[src/rtl/axis_ready_flags.sv]
module axis_ready_flags #(
  parameter int          ADDR_W  = 8,
  parameter logic [7:0]  ADDR_ST = 8'h00,
  parameter logic [7:0]  ADDR_XM = 8'h01,
  parameter logic [7:0]  ADDR_YM = 8'h03,
  parameter logic [7:0]  ADDR_ZM = 8'h05
) (
  input  logic              clk,
  input  logic              rst_n,
  input  logic [2:0]        acq_done,
  input  logic [2:0]        ch_en,
  input  logic              rd_en,
  input  logic [ADDR_W-1:0] rd_addr,
  output logic [7:0]        status
);

  logic [2:0] axis_rdy;
  logic [2:0] owed;
  logic       any_rdy;
  logic [2:0] rd_hit;
  logic       arm;
  logic [2:0] owed_nxt;

  assign rd_hit[0] = rd_en && (rd_addr == ADDR_W'(ADDR_XM));
  assign rd_hit[1] = rd_en && (rd_addr == ADDR_W'(ADDR_YM));
  assign rd_hit[2] = rd_en && (rd_addr == ADDR_W'(ADDR_ZM));
  assign arm       = |(acq_done & ch_en);
  assign owed_nxt  = owed & ~rd_hit;

  always_ff @(posedge clk or negedge rst_n) begin
    if (!rst_n) begin
      axis_rdy <= '0;
      owed     <= '0;
      any_rdy  <= 1'b0;
    end else begin
      axis_rdy <= acq_done | (axis_rdy & ~rd_hit);
      if (arm) begin
        any_rdy <= 1'b1;
        owed    <= 3'b111;
      end else if (any_rdy) begin
        owed <= owed_nxt;
        if (owed_nxt == 3'b000) any_rdy <= 1'b0;
      end
    end
  end

  assign status = {4'b0000, any_rdy, axis_rdy};


  axis_set_chk: assert property (@(posedge clk) disable iff (!rst_n)
    (acq_done != 3'b000) |=> ((status[2:0] & $past(acq_done)) == $past(acq_done)));


  axis_clr_chk: assert property (@(posedge clk) disable iff (!rst_n)
    ((rd_hit & ~acq_done) != 3'b000) |=> ((status[2:0] & $past(rd_hit & ~acq_done)) == 3'b000));


  sum_set_chk: assert property (@(posedge clk) disable iff (!rst_n)
    arm |=> status[3]);


  sum_hold_chk: assert property (@(posedge clk) disable iff (!rst_n)
    (status[3] && !rd_en) |=> status[3]);


  sum_quiet_chk: assert property (@(posedge clk) disable iff (!rst_n)
    (!status[3] && !arm) |=> !status[3]);


  st_read_chk: assert property (@(posedge clk) disable iff (!rst_n)
    (rd_en && rd_addr == ADDR_W'(ADDR_ST) && acq_done == 3'b000) |=> $stable(status));


  upper_zero_chk: assert property (@(posedge clk) disable iff (!rst_n)
    status[7:4] == 4'b0000);

endmodule

[config.mk]
export PLATFORM = sky130hd
export DESIGN_NAME = axis_ready_flags
export DESIGN_NICKNAME = d
export VERILOG_FILES = /design/src/rtl/axis_ready_flags.sv
export SDC_FILE = /design/constraint.sdc
export NUM_CORES = 1
export LEC_CHECK = 0
export BUFFER_PORTS_ARGS = -buffer_cell sky130_fd_sc_hd__buf_2
export CAP_MARGIN = 25
export CORE_AREA = 2 2 39 41
export DETAILED_ROUTE_END_ITERATION = 10
export DIE_AREA = 0 0 41 43
export PLACE_DENSITY_LB_ADDON = 0.12
export SLEW_MARGIN = 25
export SYNTH_ARGS = -nofsm -noshare
export SYNTH_HDL_FRONTEND = slang
export SYNTH_SLANG_ARGS = --single-unit
[constraint.sdc]
create_clock -name clk -period 1.21 [get_ports clk]
set_clock_uncertainty 0.15 [all_clocks]
set_input_delay 0.0605 -clock clk [delete_from_list [all_inputs] [get_ports clk]]
set_output_delay 0.0605 -clock clk [all_outputs]
set_load 0.005 [all_outputs]
[Yosys cells after proc, flatten, opt, wreduce, memory -nomap -nowiden]
Index checks and enable logic that the tools add are counted.
Cells by class
  equal/unequal tests: 3
  multiplexer cells: 5
  bitwise operators: 5
  reductions and logical operators: 6
Operator list (count)
  AND 3 bit: 3
  == test 8 x 1 -> 1 bit, second input constant: 1
  == test 8 x 2 -> 1 bit, second input constant: 1
  == test 8 x 3 -> 1 bit, second input constant: 1
  two-way mux 3 bit: 2
  logical AND 1 bit: 3
  logical NOT 3 bit: 1
  two-way mux 1 bit: 3
  NOT 3 bit: 1
  OR 3 bit: 1
  OR reduction 3 bit: 1
  nonzero test 2 bit: 1
Storage, ports and cells
  register bits after elaboration: 7
  input port bits: 17
  logic and storage cells: 22

[Depth between registers and ports, before layout]
  depth after elaboration: 8
  mapped depth: 4

[Least setup slack after synthesis]
No wires, ideal clock.
  path type: input-to-reg
  start point: input port rd_addr[3]
  end point: register any_rdy
  arrival: 0.831 ns
  slack: 0.102 ns
  stages: 4
  cells stage by stage: and4bb_1 buf_6 nand3_2 a311o_1
Between the ends
  word-level cells in the longest chain between the ends: 8
  elaborated cells between the ends (all ways): 12
  classes of those cells: eq/ne: 3; mux: 3; bitwise: 2; reduce/logical: 4
Ends and longest elaborated chain
  start, declared: line 13  | input logic [ADDR_W-1:0] rd_addr,
  == test 8 x 1 -> 1 bit (tied with other cells): line 24  | assign rd_hit[0] = rd_en && (rd_addr == ADDR_W'(ADDR_XM));
  logical AND 1 bit, on equally long branches: line 24, 25, 26
  NOT 3 bit *: line 28  | assign owed_nxt = owed & ~rd_hit;
  AND 3 bit *: line 28
  logical NOT 3 bit *: line 42  | if (owed_nxt == 3'b000) any_rdy <= 1'b0;
  two-way mux 1 bit *: line 42
  two-way mux 1 bit *: line 40  | end else if (any_rdy) begin
  two-way mux 1 bit *: line 37  | if (arm) begin
  end signal, assigned: line 34  | any_rdy <= 1'b0;
  end signal, assigned: line 38  | any_rdy <= 1'b1;
  end signal, assigned: line 42
  end, declared: line 19  | logic any_rdy;
Every way passes the cells marked *; elsewhere a longest branch is shown, timed or not.
A chain may end at the register's enable or synchronous reset.

[Worst setup path after layout]
  start point: register owed[0]
  end point: register any_rdy
Between the ends
  word-level cells in the longest chain between the ends: 5
Ends and longest elaborated chain
  start, declared: line 18  | logic [2:0] owed;
  start signal, assigned: line 41  | owed <= owed_nxt;
  AND 3 bit: line 28
  logical NOT 3 bit: line 42
  two-way mux 1 bit: line 42
  two-way mux 1 bit: line 40
  two-way mux 1 bit: line 37
Every way passes these cells.

==> flow_summary.toml <==
[worst_setup_path]
cp-start-kind = "flop"
cp.arrival_ns = 1.18
r2r_end = "any_rdy"
required_ns = 1.19
regToRegSetupSlack_ns = 0.01
critPathCaptureType = "flop"
critPathKind = "flop to flop"
r2r_cells = 3
worst-path-max-fanout = 3
r2r-start = "owed[0]"

[synth]
synth_area_per_cell_um2 = 11.1
ys_warn_count = 0
yosysSeqAreaShare_pct = 42.8
syn_area_um2 = 409
ys_ff_latch = 7
yosysUniqueCellTypes = 21
syn_inst = 37

[clocking]
cts_tree = "built"
cts-buffers-inserted = 3
cts_setup_buffers = 0
htreeDepth = 1
path_clk_slew_ns = 0.05
cts_max_path_buffers = 2
worstSkewPairLatency_ns = 0.24
clock-sinks = 7
ctsRootBufferMaster = "clkbuf_4"

[outcome]
failed_checks = "hold timing"
status = "finished with violations"

[detailed_routing]
drt_pass1_iterations = 3
remaining_drc_errors = 0
vias = 393
viasPerCell = 4.73
wirelength_um = 925
drt_iter0_drc = 1
avgRoutedWirePerCell_um = 11.1
final_antenna_net_count = 0

[run]
max_cap_violations = 0

[global_routing]
grt_max_degree = 8
overflow = 0
grt_usage_pct = 13.4
grt_pass1_vias = 396
antenna_found_initial = 0
grt_pass1_wl_mm = 1.52

[sta]
maxSlewViolCount = 0
timing.fmax_mhz = 834
setup_viol = 0
period_minus_slack_ns = 1.20
rsz0062_at_grt = "true"
finalCritPeriodShare_pct = 99.2
hold_viol = 1
hold_ws_ns = -0.000543

[cells_and_area]
drive_gt1_share_pct = 46.3
diodes = 0
num-nets-final = 85
area_growth_pct = 46.8

[worst_hold_path]
worstHoldEndpoint = "any_rdy"
hold_path.class = "input port to flop"
hold_depth = 4
hp-start = "ch_en[0]"

[die]
die_area_um2 = 1760
die_h_um = 43
dieWidth_um = 41
start_util_pct = 29.6
coreArea_um2 = 1380
ioPinCount = 25
row_count = 14

[place]
io_buffers = 20
place_congestion = 0.706

[pwr]
finalPower_uw = 519
ir_worst_vdd_mv = 0.608
cellLeakagePower_uw = 0.000244
p_per_area_nw_per_um2 = 864
==> final cells by class <==
cell class                 count  area (µm²)
tap                           16        20.0
timing repair buffer          29         180
clock buffer                   4        26.3
multi-input combinational     27         199
fill                         147         783
sequential                     7         175
==> placed cells by master, fill, tap and decap left out, types with 2 or more instances in the layout <==
cell and count:
dlygate4sd3_1 5, buf_2 20, clkbuf_4 3, conb_1 4, buf_4 4, dfrtp_1 7, nand4_1 2, a21o_1 5
==> cells in the mapped netlist (all sizes together) <==
library cell  n  share of area [%]
a21o          6                 11
nand3b        1                1.8
nand2         2                1.8
a311o         1                2.4
nand3         2                3.7
nor3          1                1.2
conb          1               0.92
nand4         2                3.1
a22oi         1                1.8
nand4b        1                2.1
nor2b         1                1.5
and4bb        1                3.1
mux2i         1                2.4
nor4          1                5.2
a31oi         1                1.5
buf           6                 12
dfrtp         7                 43
o21ai         1                1.2
==> worst max-delay path: stages, from the launching register on <==
cell,delay [ns]
dfrtp_1,0.39
o21ai_0,0.19
a31oi_1,0.07
a311o_1,0.28
==> through the flow <==
| stage | setup TNS [ns] | std cells | cell area, µm² | utilization [%] | setup slack (ns) |
|---|---|---|---|---|---|
| finish | 0 | 83 | 601 | 43.4 | 0.0103 |
| CTS | 0 | 83 | 598 | 43.2 | 0.00209 |
| global route | -0.0170 | 83 | 601 | 43.4 | -0.0170 |
| floorplan | 0 | 40 | 420 | - | 0.102 |
| detailed placement | -0.157 | 74 | 522 | 37.7 | -0.0871 |
| global placement | -0.178 | 74 | 522 | 37.7 | -0.100 |
==> flip-flops by register name, summed over array words and instances (netlist names) <==
name / count
axis_rdy: 3
any_rdy: 1
owed: 3
==> report_power, final <==
| part | leakage [µW] | total [µW] | internal, µW | switching (µW) |
|---|---|---|---|---|
| clock | 0.0000150 | 205 | 125 | 79.6 |
| combinational | 0.000167 | 78.4 | 43.6 | 34.8 |
| sequential | 0.0000613 | 235 | 235 | 0.225 |
==> per-layer routing <==
metal / vias to the layer above / routed length (µm) / share of wire [%] / global-route usage [%]
met4: 0 / 10 / 1.1 / 10.0
met5: - / 0 / 0 / 0
met3: 2 / 58 / 6.3 / 3.14
met1: 184 / 356 / 38 / 15.0
met2: 14 / 501 / 54 / 20.6
li1: 193 / - / - / -
==> worst max path at each step <==
stage               start       to  slack (ns)  depth (start not counted)
6_report          owed[0]  any_rdy        0.01                          3
5_1_grt           owed[0]  any_rdy       -0.02                          3
3_5_place_dp   rd_addr[5]  any_rdy       -0.09                          4
2_1_floorplan  rd_addr[3]  any_rdy        0.10                          4
3_3_place_gp   rd_addr[5]  any_rdy       -0.10                          4
4_1_cts           owed[0]  any_rdy       0.002                          3
==> cells by family (layout without fill, tap and decap cells) <==
group	after synthesis	in the layout	synth area share (%)
AO/OA/AOI/OAI	10	10	18.4
flip-flops	7	7	42.8
multiplexers	1	1	2.45
other	1	4	0.917
buffers and inverters	6	33	11.9
AND/OR/NAND/NOR	12	12	23.5
==> timing repair <==
action                                 in CTS  in global routing
gates resized for setup                     0                  1
hold buffers                                5                  0
endpoints found under the hold margin      11                  0
setup endpoints to repair                   0                  1
No activity file was read; power rests on OpenSTA's default activity.
